[config.mk]
export PLATFORM = sky130hd
export DESIGN_NAME = tt_sched_organizer
export DESIGN_NICKNAME = d
export VERILOG_FILES = /design/src/rtl/tts_pkg.sv /design/src/rtl/tts_walker.sv /design/src/rtl/tts_cycle_sel.sv /design/src/rtl/tts_gap_ctrl.sv /design/src/rtl/tt_sched_organizer.sv
export SDC_FILE = /design/constraint.sdc
export NUM_CORES = 1
export LEC_CHECK = 0
export ABC_AREA = 1
export BUFFER_PORTS_ARGS = -buffer_cell sky130_fd_sc_hd__buf_4
export CAP_MARGIN = 20
export CORE_MARGIN = 1.5
export CORE_UTILIZATION = 42
export CTS_CLUSTER_DIAMETER = 100
export DETAILED_ROUTE_END_ITERATION = 16
export HOLD_SLACK_MARGIN = 0.06
export PLACE_DENSITY = 0.88
export SKIP_LAST_GASP = 1
export SYNTH_ARGS = -nofsm -noshare
export SYNTH_HDL_FRONTEND = slang
export SYNTH_SLANG_ARGS = --single-unit
export TNS_END_PERCENT = 1
[constraint.sdc]
create_clock -name clk -period 1.7 [get_ports clk]
set_clock_uncertainty 0.2 [all_clocks]
set_input_delay 0 -clock clk [delete_from_list [all_inputs] [get_ports clk]]
set_output_delay 0 -clock clk [all_outputs]
set_load 0.1 [all_outputs]
[src/rtl/tts_pkg.sv]
package tts_pkg;
  typedef enum logic [2:0] {
    FN_TX        = 3'd0,
    FN_RX        = 3'd1,
    FN_REF       = 3'd2,
    FN_WATCH     = 3'd3,
    FN_REF_GAP   = 3'd4,
    FN_WATCH_GAP = 3'd5
  } tts_fn_e;

  localparam int NUM_FN = 6;
endpackage

[src/rtl/tts_walker.sv]
module tts_walker #(
  parameter int NUM_TRIG = 8,
  parameter int TIME_W   = 16,
  localparam int IDX_W   = (NUM_TRIG > 1) ? $clog2(NUM_TRIG) : 1,
  localparam int PTR_W   = $clog2(NUM_TRIG + 1)
) (
  input  logic              clk,
  input  logic              rst_n,
  input  logic              cycle_start,
  input  logic [TIME_W-1:0] cycle_time,
  input  logic [TIME_W-1:0] mark,
  output logic [IDX_W-1:0]  addr,
  output logic              at_mark
);
  logic [PTR_W-1:0] ptr;
  logic             live;
  logic             reached;

  assign live    = ptr < PTR_W'(NUM_TRIG);
  assign reached = live && !cycle_start && (cycle_time >= mark);
  assign at_mark = reached && (cycle_time == mark);
  assign addr    = ptr[IDX_W-1:0];

  always_ff @(posedge clk or negedge rst_n) begin
    if (!rst_n)          ptr <= '0;
    else if (cycle_start) ptr <= '0;
    else if (reached)    ptr <= ptr + PTR_W'(1);
  end
endmodule

[src/rtl/tts_cycle_sel.sv]
module tts_cycle_sel #(
  parameter int CC_W  = 6,
  parameter int REP_W = 3
) (
  input  logic [CC_W-1:0]  cycle_cnt,
  input  logic [CC_W-1:0]  base,
  input  logic [REP_W-1:0] rep,
  output logic             selected
);
  logic [CC_W-1:0] mask;

  assign mask     = ~({CC_W{1'b1}} << rep);
  assign selected = ((cycle_cnt & mask) == base);
endmodule

[src/rtl/tts_gap_ctrl.sv]
module tts_gap_ctrl (
  input  logic clk,
  input  logic rst_n,
  input  logic cycle_start,
  input  logic rx_gap,
  input  logic is_master,
  input  logic event_mode,
  input  logic evt_pin,
  input  logic hit_ref,
  input  logic hit_ref_gap,
  output logic gap_sel,
  output logic ref_now
);
  logic in_gap;
  logic ref_done;
  logic evt_q;
  logic evt_fall;
  logic gap_opens;
  logic early_ref;

  assign evt_fall  = evt_q && !evt_pin;
  assign gap_opens = hit_ref && gap_sel && (!event_mode || evt_pin);
  assign early_ref = hit_ref && gap_sel && event_mode && !evt_pin;

  always_comb begin
    ref_now = 1'b0;
    if (is_master && !ref_done && !cycle_start) begin
      if (hit_ref && !gap_sel)       ref_now = 1'b1;
      else if (early_ref)            ref_now = 1'b1;
      else if (hit_ref_gap && gap_sel) ref_now = 1'b1;
      else if (in_gap && evt_fall)   ref_now = 1'b1;
    end
  end

  always_ff @(posedge clk or negedge rst_n) begin
    if (!rst_n) begin
      gap_sel  <= 1'b0;
      in_gap   <= 1'b0;
      ref_done <= 1'b0;
      evt_q    <= 1'b0;
    end else begin
      evt_q <= evt_pin;
      if (cycle_start) begin
        gap_sel  <= rx_gap;
        in_gap   <= 1'b0;
        ref_done <= 1'b0;
      end else begin
        if (ref_now)        ref_done <= 1'b1;
        if (ref_now)        in_gap   <= 1'b0;
        else if (gap_opens) in_gap   <= 1'b1;
      end
    end
  end
endmodule

[src/rtl/tt_sched_organizer.sv]
module tt_sched_organizer
  import tts_pkg::*;
#(
  parameter int NUM_TRIG = 8,
  parameter int TIME_W   = 16,
  parameter int CC_W     = 6,
  parameter int MSG_W    = 4,
  parameter int REP_W    = 3,
  localparam int IDX_W   = (NUM_TRIG > 1) ? $clog2(NUM_TRIG) : 1
) (
  input  logic              clk,
  input  logic              rst_n,
  input  logic [TIME_W-1:0] cycle_time,
  input  logic [CC_W-1:0]   cycle_cnt,
  input  logic              cycle_start,
  input  logic              sync_ok,
  input  logic              is_master,
  input  logic              rx_gap,
  input  logic              event_mode,
  input  logic              evt_pin,
  output logic [IDX_W-1:0]  tm_addr,
  input  logic [TIME_W-1:0] tm_mark,
  input  logic [2:0]        tm_func,
  input  logic [MSG_W-1:0]  tm_msg,
  input  logic [CC_W-1:0]   tm_base,
  input  logic [REP_W-1:0]  tm_rep,
  output logic              tx_fire,
  output logic [MSG_W-1:0]  tx_msg,
  output logic              rx_fire,
  output logic [MSG_W-1:0]  rx_msg,
  output logic              ref_req,
  output logic              watch_to
);
  logic              at_mark;
  logic              selected;
  logic              hit;
  logic [NUM_FN-1:0] fn_hit;
  logic              gap_sel;
  logic              ref_now;
  logic              tx_d, rx_d, wd_d;

  tts_walker #(.NUM_TRIG(NUM_TRIG), .TIME_W(TIME_W)) u_walker (
    .clk        (clk),
    .rst_n      (rst_n),
    .cycle_start(cycle_start),
    .cycle_time (cycle_time),
    .mark       (tm_mark),
    .addr       (tm_addr),
    .at_mark    (at_mark)
  );

  tts_cycle_sel #(.CC_W(CC_W), .REP_W(REP_W)) u_sel (
    .cycle_cnt(cycle_cnt),
    .base     (tm_base),
    .rep      (tm_rep),
    .selected (selected)
  );

  assign hit = at_mark && selected;

  for (genvar f = 0; f < NUM_FN; f++) begin : g_fn
    assign fn_hit[f] = hit && (tm_func == 3'(f));
  end

  tts_gap_ctrl u_gap (
    .clk        (clk),
    .rst_n      (rst_n),
    .cycle_start(cycle_start),
    .rx_gap     (rx_gap),
    .is_master  (is_master),
    .event_mode (event_mode),
    .evt_pin    (evt_pin),
    .hit_ref    (fn_hit[FN_REF]),
    .hit_ref_gap(fn_hit[FN_REF_GAP]),
    .gap_sel    (gap_sel),
    .ref_now    (ref_now)
  );

  assign tx_d = fn_hit[FN_TX] && sync_ok;
  assign rx_d = fn_hit[FN_RX];
  assign wd_d = (fn_hit[FN_WATCH] && !gap_sel) ||
                (fn_hit[FN_WATCH_GAP] && gap_sel);

  always_ff @(posedge clk or negedge rst_n) begin
    if (!rst_n) begin
      tx_fire  <= 1'b0;
      rx_fire  <= 1'b0;
      ref_req  <= 1'b0;
      watch_to <= 1'b0;
      tx_msg   <= '0;
      rx_msg   <= '0;
    end else begin
      tx_fire  <= tx_d;
      rx_fire  <= rx_d;
      ref_req  <= ref_now;
      watch_to <= wd_d;
      if (tx_d) tx_msg <= tm_msg;
      if (rx_d) rx_msg <= tm_msg;
    end
  end
endmodule

==> metrics.txt, run 1 <==
vias in the first global route=1797; max-slew violations=0; # diodes=0; gr ovfl total=0; top-area cell type share of the netlist area=0.311; nature of the critical path startpoint=input port; YS warnings=0; # clock sinks=20; CP max stage cell=dlygate4sd3_1; status=finished clean; RSZ-0062 raised after global routing=yes; Clock Path Buffers=2; Max-Cap Viols=0; Ports=77; Final Setup Violations=0; Cells after Synth=230; IO buf count=76; Post-CTS Setup Bufs=0; CTS tree=built; CP peak stage delay=0.54 ns; Worst Hold Path EP=tx_fire; CP delay by family, top=simple AND/OR/NAND/NOR gates; Starting Density=0.439; CTS clock-pin slew for the worst setup and hold paths=0.08 ns; dpl ws=-0.0880 ns; Via density=4.90; Worst Path Max Fanout=6; final instance area=2510 µm²; Post-Layout Cell Count=378; Total Die Area=4210 µm²; setup_tns=0 ns; nets=410; hold_sp=tm_base[5]; Synth Net Count=309; fraction of layout cells with a size suffix above 1=0.321; WS Path Type=input port to flop; per-cell routed wire length=11.6 µm; WP data required=1.65 ns; reg2reg path depth=9; vias post-DR=1853; HPWL Detailed=3.12 mm; DP Area=2250 µm²; leading cell type in the layout, fill and taps excluded=buf_4; Inserted Clock Buffers=3; Worst Path Buf+Inv=3; Worst Setup Slack, final=0.0645 ns; largest net degree at the start of global routing=21; Yosys cell types=22; Mapped Area=1610 µm²; DRC=0; top post-synthesis cells by area=dfrtp_1 31%, nand2_1 15%, ha_1 13%; DRT Wirelength=4.39 mm; CP Capture Type=flop; Routed Antenna Nets=0; Slew @ Worst Pin=0.564 ns; r2r setup slk=0.13 ns; 1st-pass router iterations=4; relative slew slack=0.621; Worst-Skew Late Latency=0.25 ns; fill cell count=300; Peak VDD IR=322 µV; reg2reg start=u_walker.ptr[3]; All-Layer GR Usage=0.220; H-tree levels=1; sequential share of the synthesized area=0.311; Peak Freq=611 MHz; power after layout=1300 µW; antenna violations before repair=0; clock root cell=clkbuf_8; flops & latches, synth=20; Initial DRC Count=77; Hold Crit Class=input port to flop; Crit path top cell by count=nand2_1; Lkg Pwr=0.00148 µW; cell taking the most area after synthesis=dfrtp_1; Syn-to-layout area delta=56.0%; crit path DAT=1.59 ns; first-pass GRT wire length=7.32 mm; chip height=64.9 µm; commonest non-fill, non-tap cells in the layout=81 x buf_4, 63 x nand2_1, 37 x inv_1; hold path depth=6; fin crit share=0.962; Placement Rows=22; CP Cell Sequence=dlygate4sd3_1 > buf_4 > nor2_4 > nand3_2 > nor2_2 > and3_4 > nand2_4 > nor2_8 > inv_4 > nand2_1 > nand2_1; Placeable Area=3660 µm²; crit path time final=1.64 ns; Placer Congestion=0.776; width of the die=64.9 µm; pwr dens=518 nW/µm²; Fin. Hold Viols=0; placed insts=356; Critical R2R Capture=tx_msg[2]; Mean Syn Cell Area=6.99 µm²
==> where the power goes <==
part	leakage, µW	switching (µW)	internal [µW]
sequential	0.000274	12.0	487
clock	0.0000288	154	206
combinational	0.00117	233	208
total	0.00148	399	901
==> worst max-delay path by stage <==
stage                    from   endpoint  slack [ns]  cells after the start
6_report          cycle_start  tx_msg[2]        0.06                     11
3_5_place_dp   cycle_time[11]  tx_msg[1]       -0.09                     12
2_1_floorplan     tm_mark[15]  tx_msg[0]        0.12                     12
5_1_grt            tm_base[0]  rx_msg[1]       -0.03                     11
3_3_place_gp   cycle_time[15]  tx_msg[2]       -0.04                     12
4_1_cts           cycle_start  tx_msg[1]        0.06                     11
==> worst min-delay path: stages <==
cell and delay (ns):
buf_4 0.08, nand2_1 0.05, nand2_1 0.15, nor3b_4 0.08, nand2_4 0.09, nor2_8 0.05
==> logic make-up (layout without fill, tap and decap cells) <==
group,Yosys count,after routing,share of synthesized area
AND/OR/NAND/NOR,137,137,0.404
buffers and inverters,42,142,0.107
flip-flops,20,20,0.311
adder cells (fa/ha/maj),17,17,0.132
AO/OA/AOI/OAI,13,13,0.0405
XOR/XNOR,1,1,0.00545
==> stage by stage <==
step,util,hold slack (ns)
global route,0.685,0.113
detailed placement,0.616,-0.310
global placement,0.616,-0.315
floorplan,-,-0.496
CTS,0.680,0.0604
finish,0.685,0.0750
==> metal layers <==
metal	track usage	routed length [µm]	vias to the layer above
met2	0.414	2310	70
met1	0.246	1700	839
met4	0.0957	133	0
li1	-	-	929
met5	0	0	-
met3	0.0260	242	15
==> Yosys cell counts <==
| cell | count |
|---|---|
| nand2_1 | 63 |
| inv_1 | 37 |
| nand3_1 | 28 |
| dfrtp_1 | 20 |
| nor2_1 | 20 |
| ha_1 | 17 |
| a21oi_1 | 10 |
| nand2_2 | 7 |
| nor2_2 | 5 |
| nor3_1 | 4 |
| buf_4 | 3 |
| nand4_1 | 3 |
| o21ai_0 | 3 |
| nand3b_1 | 2 |
| and3_4 | 1 |
| inv_2 | 1 |
| inv_4 | 1 |
| nand2_4 | 1 |
| nor2_8 | 1 |
| nor3b_1 | 1 |
| nor3b_4 | 1 |
| xor2_1 | 1 |
==> state kept, by name, indices dropped and copies added, names as in the netlist <==
signal / flops
rx_fire: 1
ref_req: 1
tx_msg: 4
tx_fire: 1
u_gap.ref_done: 1
u_gap.in_gap: 1
u_gap.gap_sel: 1
rx_msg: 4
u_gap.evt_q: 1
u_walker.ptr: 4
watch_to: 1
==> layout make-up <==
cell class | instances | area (µm²) | share of cell area
clock buffer | 4 | 55.1 | 0.0219
timing repair buffer | 99 | 788 | 0.314
multi-input combinational | 168 | 956 | 0.381
inverter | 39 | 149 | 0.0594
sequential | 20 | 500 | 0.200
tap | 48 | 60.1 | 0.0239
==> what timing repair did <==
action / in CTS / in global routing
hold endpoints to repair: 40 / 0
setup endpoints to repair: 0 / 12
gates resized for setup: 0 / 5
hold buffers: 18 / 0
Note: power is estimated with default switching activity, not from simulation.
==> run 2, diff against run 1 <==
Settings changed: CORE_UTILIZATION 42 to 40, PLACE_DENSITY 0.88 to 0.84.
==> run 2 against run 1 <==
Against the previous run: global-route usage down 3.4 points; die area up 4.8%; register-to-register slack worse by 0.03 ns; total power down 0.33%; design area up 1.4%; count of clock-buffer cells in the layout unchanged; hold slack worse by 0.032 ns; combinational power about the same; sequential cell count unchanged; wire length down 7.1%; critical endpoint is now tx_msg[3].
==> metrics.txt, run 2 (synthesis gave the netlist of run 1 again) <==
Worst-Skew Late Latency=0.25 ns (about the same); DRC=0 (unchanged); reg2reg start=u_walker.ptr[3]; Placer Congestion=0.806 (+3.9%); WP data required=1.65 ns (about the same); CP peak stage delay=0.41 ns (-0.13 ns); Routed Antenna Nets=0 (unchanged); power after layout=1300 µW (-0.33%); antenna violations before repair=0 (unchanged); Lkg Pwr=0.00151 µW (+2.2%); max-slew violations=0 (unchanged); commonest non-fill, non-tap cells in the layout=83 x buf_4, 61 x nand2_1, 37 x inv_1; fin crit share=0.943 (-0.0189); CP startpoint=u_walker.ptr[3]; 1st-pass router iterations=4 (unchanged); Slew @ Worst Pin=0.572 ns (+0.00775 ns); first-pass GRT wire length=6.47 mm (-12%); DRT Wirelength=4.08 mm (-7.1%); Crit path top cell by count=nand2_1; relative slew slack=0.616 (-0.00521); Peak VDD IR=258 µV (-20%); IO buf count=76 (unchanged); Max-Cap Viols=0 (unchanged); vias in the first global route=1655 (-7.9%); H-tree levels=1 (unchanged); Fin. Hold Viols=0 (unchanged); crit path time final=1.60 ns (-0.0321 ns); CP delay by family, top=simple AND/OR/NAND/NOR gates; Inserted Clock Buffers=3 (unchanged); fraction of layout cells with a size suffix above 1=0.340 (+0.0191); Final Setup Violations=0 (unchanged); HPWL Detailed=3.13 mm (+0.60%); Clock Path Buffers=2 (unchanged); Peak Freq=624 MHz (+2.0%); Ports=77 (unchanged); Worst Path Buf+Inv=1 (-2); biggest regs=rx_msg (4), tx_msg (4), u_walker.ptr (4); WP depth=9 (-2); CTS clock-pin slew for the worst setup and hold paths=0.08 ns (about the same); Critical R2R Capture=tx_msg[3]; chip height=66.4 µm (+2.4%); Placeable Area=3770 µm² (+3.0%); All-Layer GR Usage=0.186 (-0.0340); per-cell routed wire length=10.7 µm (-7.6%); CTS tree=built; Hold Crit Class=input port to flop; # clock sinks=20 (unchanged); CP max stage cell=dfrtp_1; RSZ-0062 raised after global routing=yes; setup_tns=0 ns (unchanged); CP endpoint=tx_msg[3]; CP Cell Sequence=nor2_4 > nand3_2 > nor2_1 > and3_4 > nand2_4 > nor2_8 > inv_4 > nand2_1 > nand2_1; clock root cell=clkbuf_8; nature of the critical path startpoint=flop; nets=412 (+0.49%); leading cell type in the layout, fill and taps excluded=buf_4; gr ovfl total=0 (unchanged); Placement Rows=22 (unchanged); status=finished clean; pwr dens=509 nW/µm² (-1.7%); reg2reg path depth=9 (unchanged); largest net degree at the start of global routing=21 (unchanged); vias post-DR=1795 (-3.1%); Total Die Area=4410 µm² (+4.8%); Initial DRC Count=91 (+18%); Via density=4.72 (-3.6%); width of the die=66.4 µm (+2.4%); # diodes=0 (unchanged); r2r setup slk=0.1 ns (-0.03 ns); CP Capture Type=flop; WS Path Type=flop to flop; fill cell count=299 (-0.33%); Worst Path Max Fanout=6 (unchanged); crit path DAT=1.55 ns (-0.04 ns); Starting Density=0.426 (-0.0128); Syn-to-layout area delta=58.3%
-- run 2: changes by cell type in the layout (fill, tap and decap cells not counted) --
cell	before	now
nand2_1	63	61
buf_6	0	1
dlygate4sd3_1	18	16
dlymetal6s4s_1	0	1
nor2_1	18	19
nand3_2	1	4
buf_4	81	83
nand3_1	27	24
nor2_2	5	4
nand2_2	7	9
-- run 2: how the worst min path moves through the flow --
stage / startpoint / end / slack, ns / depth (start not counted)
2_1_floorplan: rst_n / ref_req / -0.50 / 0
3_3_place_gp: rst_n / tx_msg[2] / -0.31 / 1
3_5_place_dp: rst_n / tx_msg[3] / -0.31 / 1
4_1_cts: tm_base[0] / tx_fire / 0.07 / 6
5_1_grt: tm_base[0] / tx_fire / 0.08 / 6
6_report: cycle_start / u_gap.gap_sel / 0.04 / 4
-- run 2: power breakdown --
part / switching, µW / leakage (µW) / total, µW / internal, µW
Clock: 151 / 0.0000288 / 357 / 206
Sequential: 9.85 / 0.000274 / 497 / 487
Combinational: 231 / 0.00121 / 443 / 212
-- run 2: cell type report --
class,count,area [µm²],share of cell area
Timing Repair Buffer,101,807,0.317
Sequential cell,20,500,0.197
Inverter,39,149,0.0585
Clock buffer,4,55.1,0.0216
Tap cell,48,60.1,0.0236
Multi-Input combinational cell,168,973,0.382
-- run 2: worst min-delay path, delay by kind of cell --
kind / cells / cell delay (ns)
AOI/OAI and AO/OA: 1 / 0.09
and+or+nand+nor: 1 / 0.05
buffers and inverters: 2 / 0.31
-- run 2: timing repair --
action / CTS / global route
endpoints found under the hold margin: 40 / 1
buffers inserted: 0 / 1
endpoints found under the setup margin: 0 / 7
hold buffers: 16 / 1
gates resized for setup: 0 / 11
-- run 2: metal layers --
layer / global-route usage / part of all wire / wire, µm
met2: 0.344 / 0.53 / 2150
met5: 0 / 0 / 0
met3: 0.0375 / 0.057 / 232
met1: 0.212 / 0.41 / 1660
met4: 0.0561 / 0.0088 / 36
-- run 2: metrics by stage --
step           area [µm²]  setup slack (ns)   util  hold WS [ns]  instances
2_1_floorplan        1610             0.118      -        -0.496        230
5_1_grt              2540           -0.0188  0.675        0.0780        380
6_report             2540            0.0966  0.675        0.0427        380
3_3_place_gp         2270           -0.0420  0.602        -0.312        358
4_1_cts              2480            0.0297  0.659        0.0695        378
3_5_place_dp         2270            -0.121  0.602        -0.312        358
==> run 3, diff against run 2 <==
Settings changed: BUFFER_PORTS_ARGS -buffer_cell sky130_fd_sc_hd__buf_4 to -buffer_cell sky130_fd_sc_hd__buf_2, CORE_MARGIN 1.5 to not set.
==> run 3 against run 2 <==
Against the previous run: wire length fell by 5.7%; design area fell by 8.8%; first-iteration DRC count rose by 4.4%.
==> metrics.txt, run 3 (synthesis gave the netlist of run 1 again) <==
leading cell type in the layout, fill and taps excluded=buf_2; Critical R2R Capture=tx_msg[1]; vias post-DR=1737 (-3.2%); fill cell count=313 (+4.7%); Via density=4.60 (-2.7%); width of the die=65.4 µm (-1.5%); fin crit share=0.982 (+0.0387); Syn-to-layout area delta=44.4%; vias in the first global route=1656 (+0.060%); CP peak stage delay=0.41 ns (about the same); Lkg Pwr=0.00144 µW (-4.9%); CTS clock-pin slew for the worst setup and hold paths=0.07 ns (about the same); CP Capture Type=flop; Worst Path Buf+Inv=1 (unchanged); reg2reg path depth=9 (unchanged); Post-Layout Cell Count=378 (-0.53%); # diodes=0 (unchanged); Worst Path Max Fanout=6 (unchanged); CP max stage cell=dfrtp_1; Fin. Hold Viols=0 (unchanged); H-tree levels=1 (unchanged); reg2reg start=u_walker.ptr[3]; status=finished clean; Inserted Clock Buffers=3 (unchanged); CP delay by family, top=simple AND/OR/NAND/NOR gates; Max-Cap Viols=0 (unchanged); first-pass GRT wire length=6.58 mm (+1.7%); nets=410 (-0.49%); biggest regs=rx_msg (4), tx_msg (4), u_walker.ptr (4); RSZ-0062 raised after global routing=yes; dpl ws=-0.130 ns (-0.00889 ns); max-slew violations=0 (unchanged); WP data required=1.64 ns (about the same); r2r setup slk=0.03 ns (-0.07 ns); Placement Rows=22 (unchanged); WS Path Type=flop to flop; crit path DAT=1.61 ns (+0.06 ns); CP Cell Sequence=nor2_4 > nand3_2 > nor2_1 > and3_4 > nand2_4 > nor2_8 > inv_4 > nand2_1 > nand2_1; Peak Freq=599 MHz (-3.9%); nature of the critical path startpoint=flop; relative slew slack=0.627 (+0.0115); Placeable Area=3770 µm² (unchanged); hold path depth=2 (-2); Clock Path Buffers=2 (unchanged); placed insts=356 (-0.56%); Ports=77 (unchanged); Worst-Skew Late Latency=0.26 ns (about the same); Starting Density=0.426 (unchanged); commonest non-fill, non-tap cells in the layout=75 x buf_2, 63 x nand2_1, 37 x inv_1; hold_sp=cycle_start; # clock sinks=20 (unchanged); Final Setup Violations=0 (unchanged); IO buf count=76 (unchanged); Slew @ Worst Pin=0.555 ns (-0.0171 ns); per-cell routed wire length=10.2 µm (-5.2%); DRC=0 (unchanged); DRT Wirelength=3.85 mm (-5.7%); Initial DRC Count=95 (+4.4%); crit path time final=1.67 ns (+0.0657 ns); largest net degree at the start of global routing=21 (unchanged); Worst Hold Path EP=u_gap.gap_sel; 1st-pass router iterations=4 (unchanged); gr ovfl total=0 (unchanged); HPWL Detailed=2.91 mm (-7.3%); chip height=65.4 µm (-1.5%); Total Die Area=4280 µm² (-3.0%); antenna violations before repair=0 (unchanged); Placer Congestion=0.771 (-4.4%); fraction of layout cells with a size suffix above 1=0.318 (-0.0222); Crit path top cell by count=nand2_1; Routed Antenna Nets=0 (unchanged); pwr dens=536 nW/µm² (+5.3%); clock root cell=clkbuf_8; Worst Setup Slack, final=0.0308 ns (-0.0657 ns); Peak VDD IR=249 µV (-3.8%); CTS tree=built; Hold Crit Class=input port to flop; All-Layer GR Usage=0.193 (+0.00687)
run 3: changes by cell type in the layout (fill, tap and decap cells not counted):
cell           change
dlygate4sd3_1      +1
buf_2             +75
nand3_1            +3
buf_6              -1
buf_4             -77
nand2_2            -2
nand3_2            -3
nand2_1            +2
run 3: final cells by class:
type                            count  area [µm²]  area share
Inverter                           39         149      0.0642
Sequential cell                    20         500       0.216
Timing Repair Buffer               99         603       0.260
Multi-Input combinational cell    168         953       0.411
Tap cell                           48        60.1      0.0259
Clock buffer                        4        55.1      0.0237
run 3: report_power, final:
part / switching, µW / leakage (µW) / internal [µW]
Sequential: 10.6 / 0.000274 / 487
Combinational: 224 / 0.00113 / 163
Clock: 153 / 0.0000288 / 206
run 3: repair_timing:
item                                   CTS  global route
endpoints found under the hold margin   40             1
setup buffers                            0             1
setup endpoints to repair                0            11
resized for setup                        0             5
hold buffers                            17             1
run 3: through the flow:
step           utilization  power [µW]  hold slack, ns  instance area (µm²)  TNS, ns
2_1_floorplan            -         733          -0.496                 1610        0
3_3_place_gp         0.547         852          -0.241                 2060   -0.292
3_5_place_dp         0.547         860          -0.233                 2060   -0.893
4_1_cts              0.607        1240          0.0673                 2290        0
5_1_grt              0.615        1330           0.114                 2320  -0.0776
6_report             0.615        1240          0.0938                 2320        0
run 3: worst max-delay path by stage:
stage / endpoint / start / slack [ns] / cells past startpoint
2_1_floorplan: tx_msg[0] / tm_mark[15] / 0.12 / 12
3_3_place_gp: tx_msg[2] / tm_mark[7] / -0.04 / 13
3_5_place_dp: tx_msg[0] / tm_mark[15] / -0.13 / 13
4_1_cts: tx_msg[0] / cycle_start / 0.02 / 11
5_1_grt: tx_msg[1] / tm_mark[7] / -0.05 / 13
6_report: tx_msg[1] / u_walker.ptr[3] / 0.03 / 9
run 3: routing by layer:
metal | vias to the layer above | track usage | part of all wire
li1 | 924 | - | -
met1 | 753 | 0.244 | 0.45
met2 | 51 | 0.341 | 0.49
met3 | 9 | 0.0174 | 0.037
met4 | 0 | 0.0625 | 0.021
met5 | - | 0 | 0
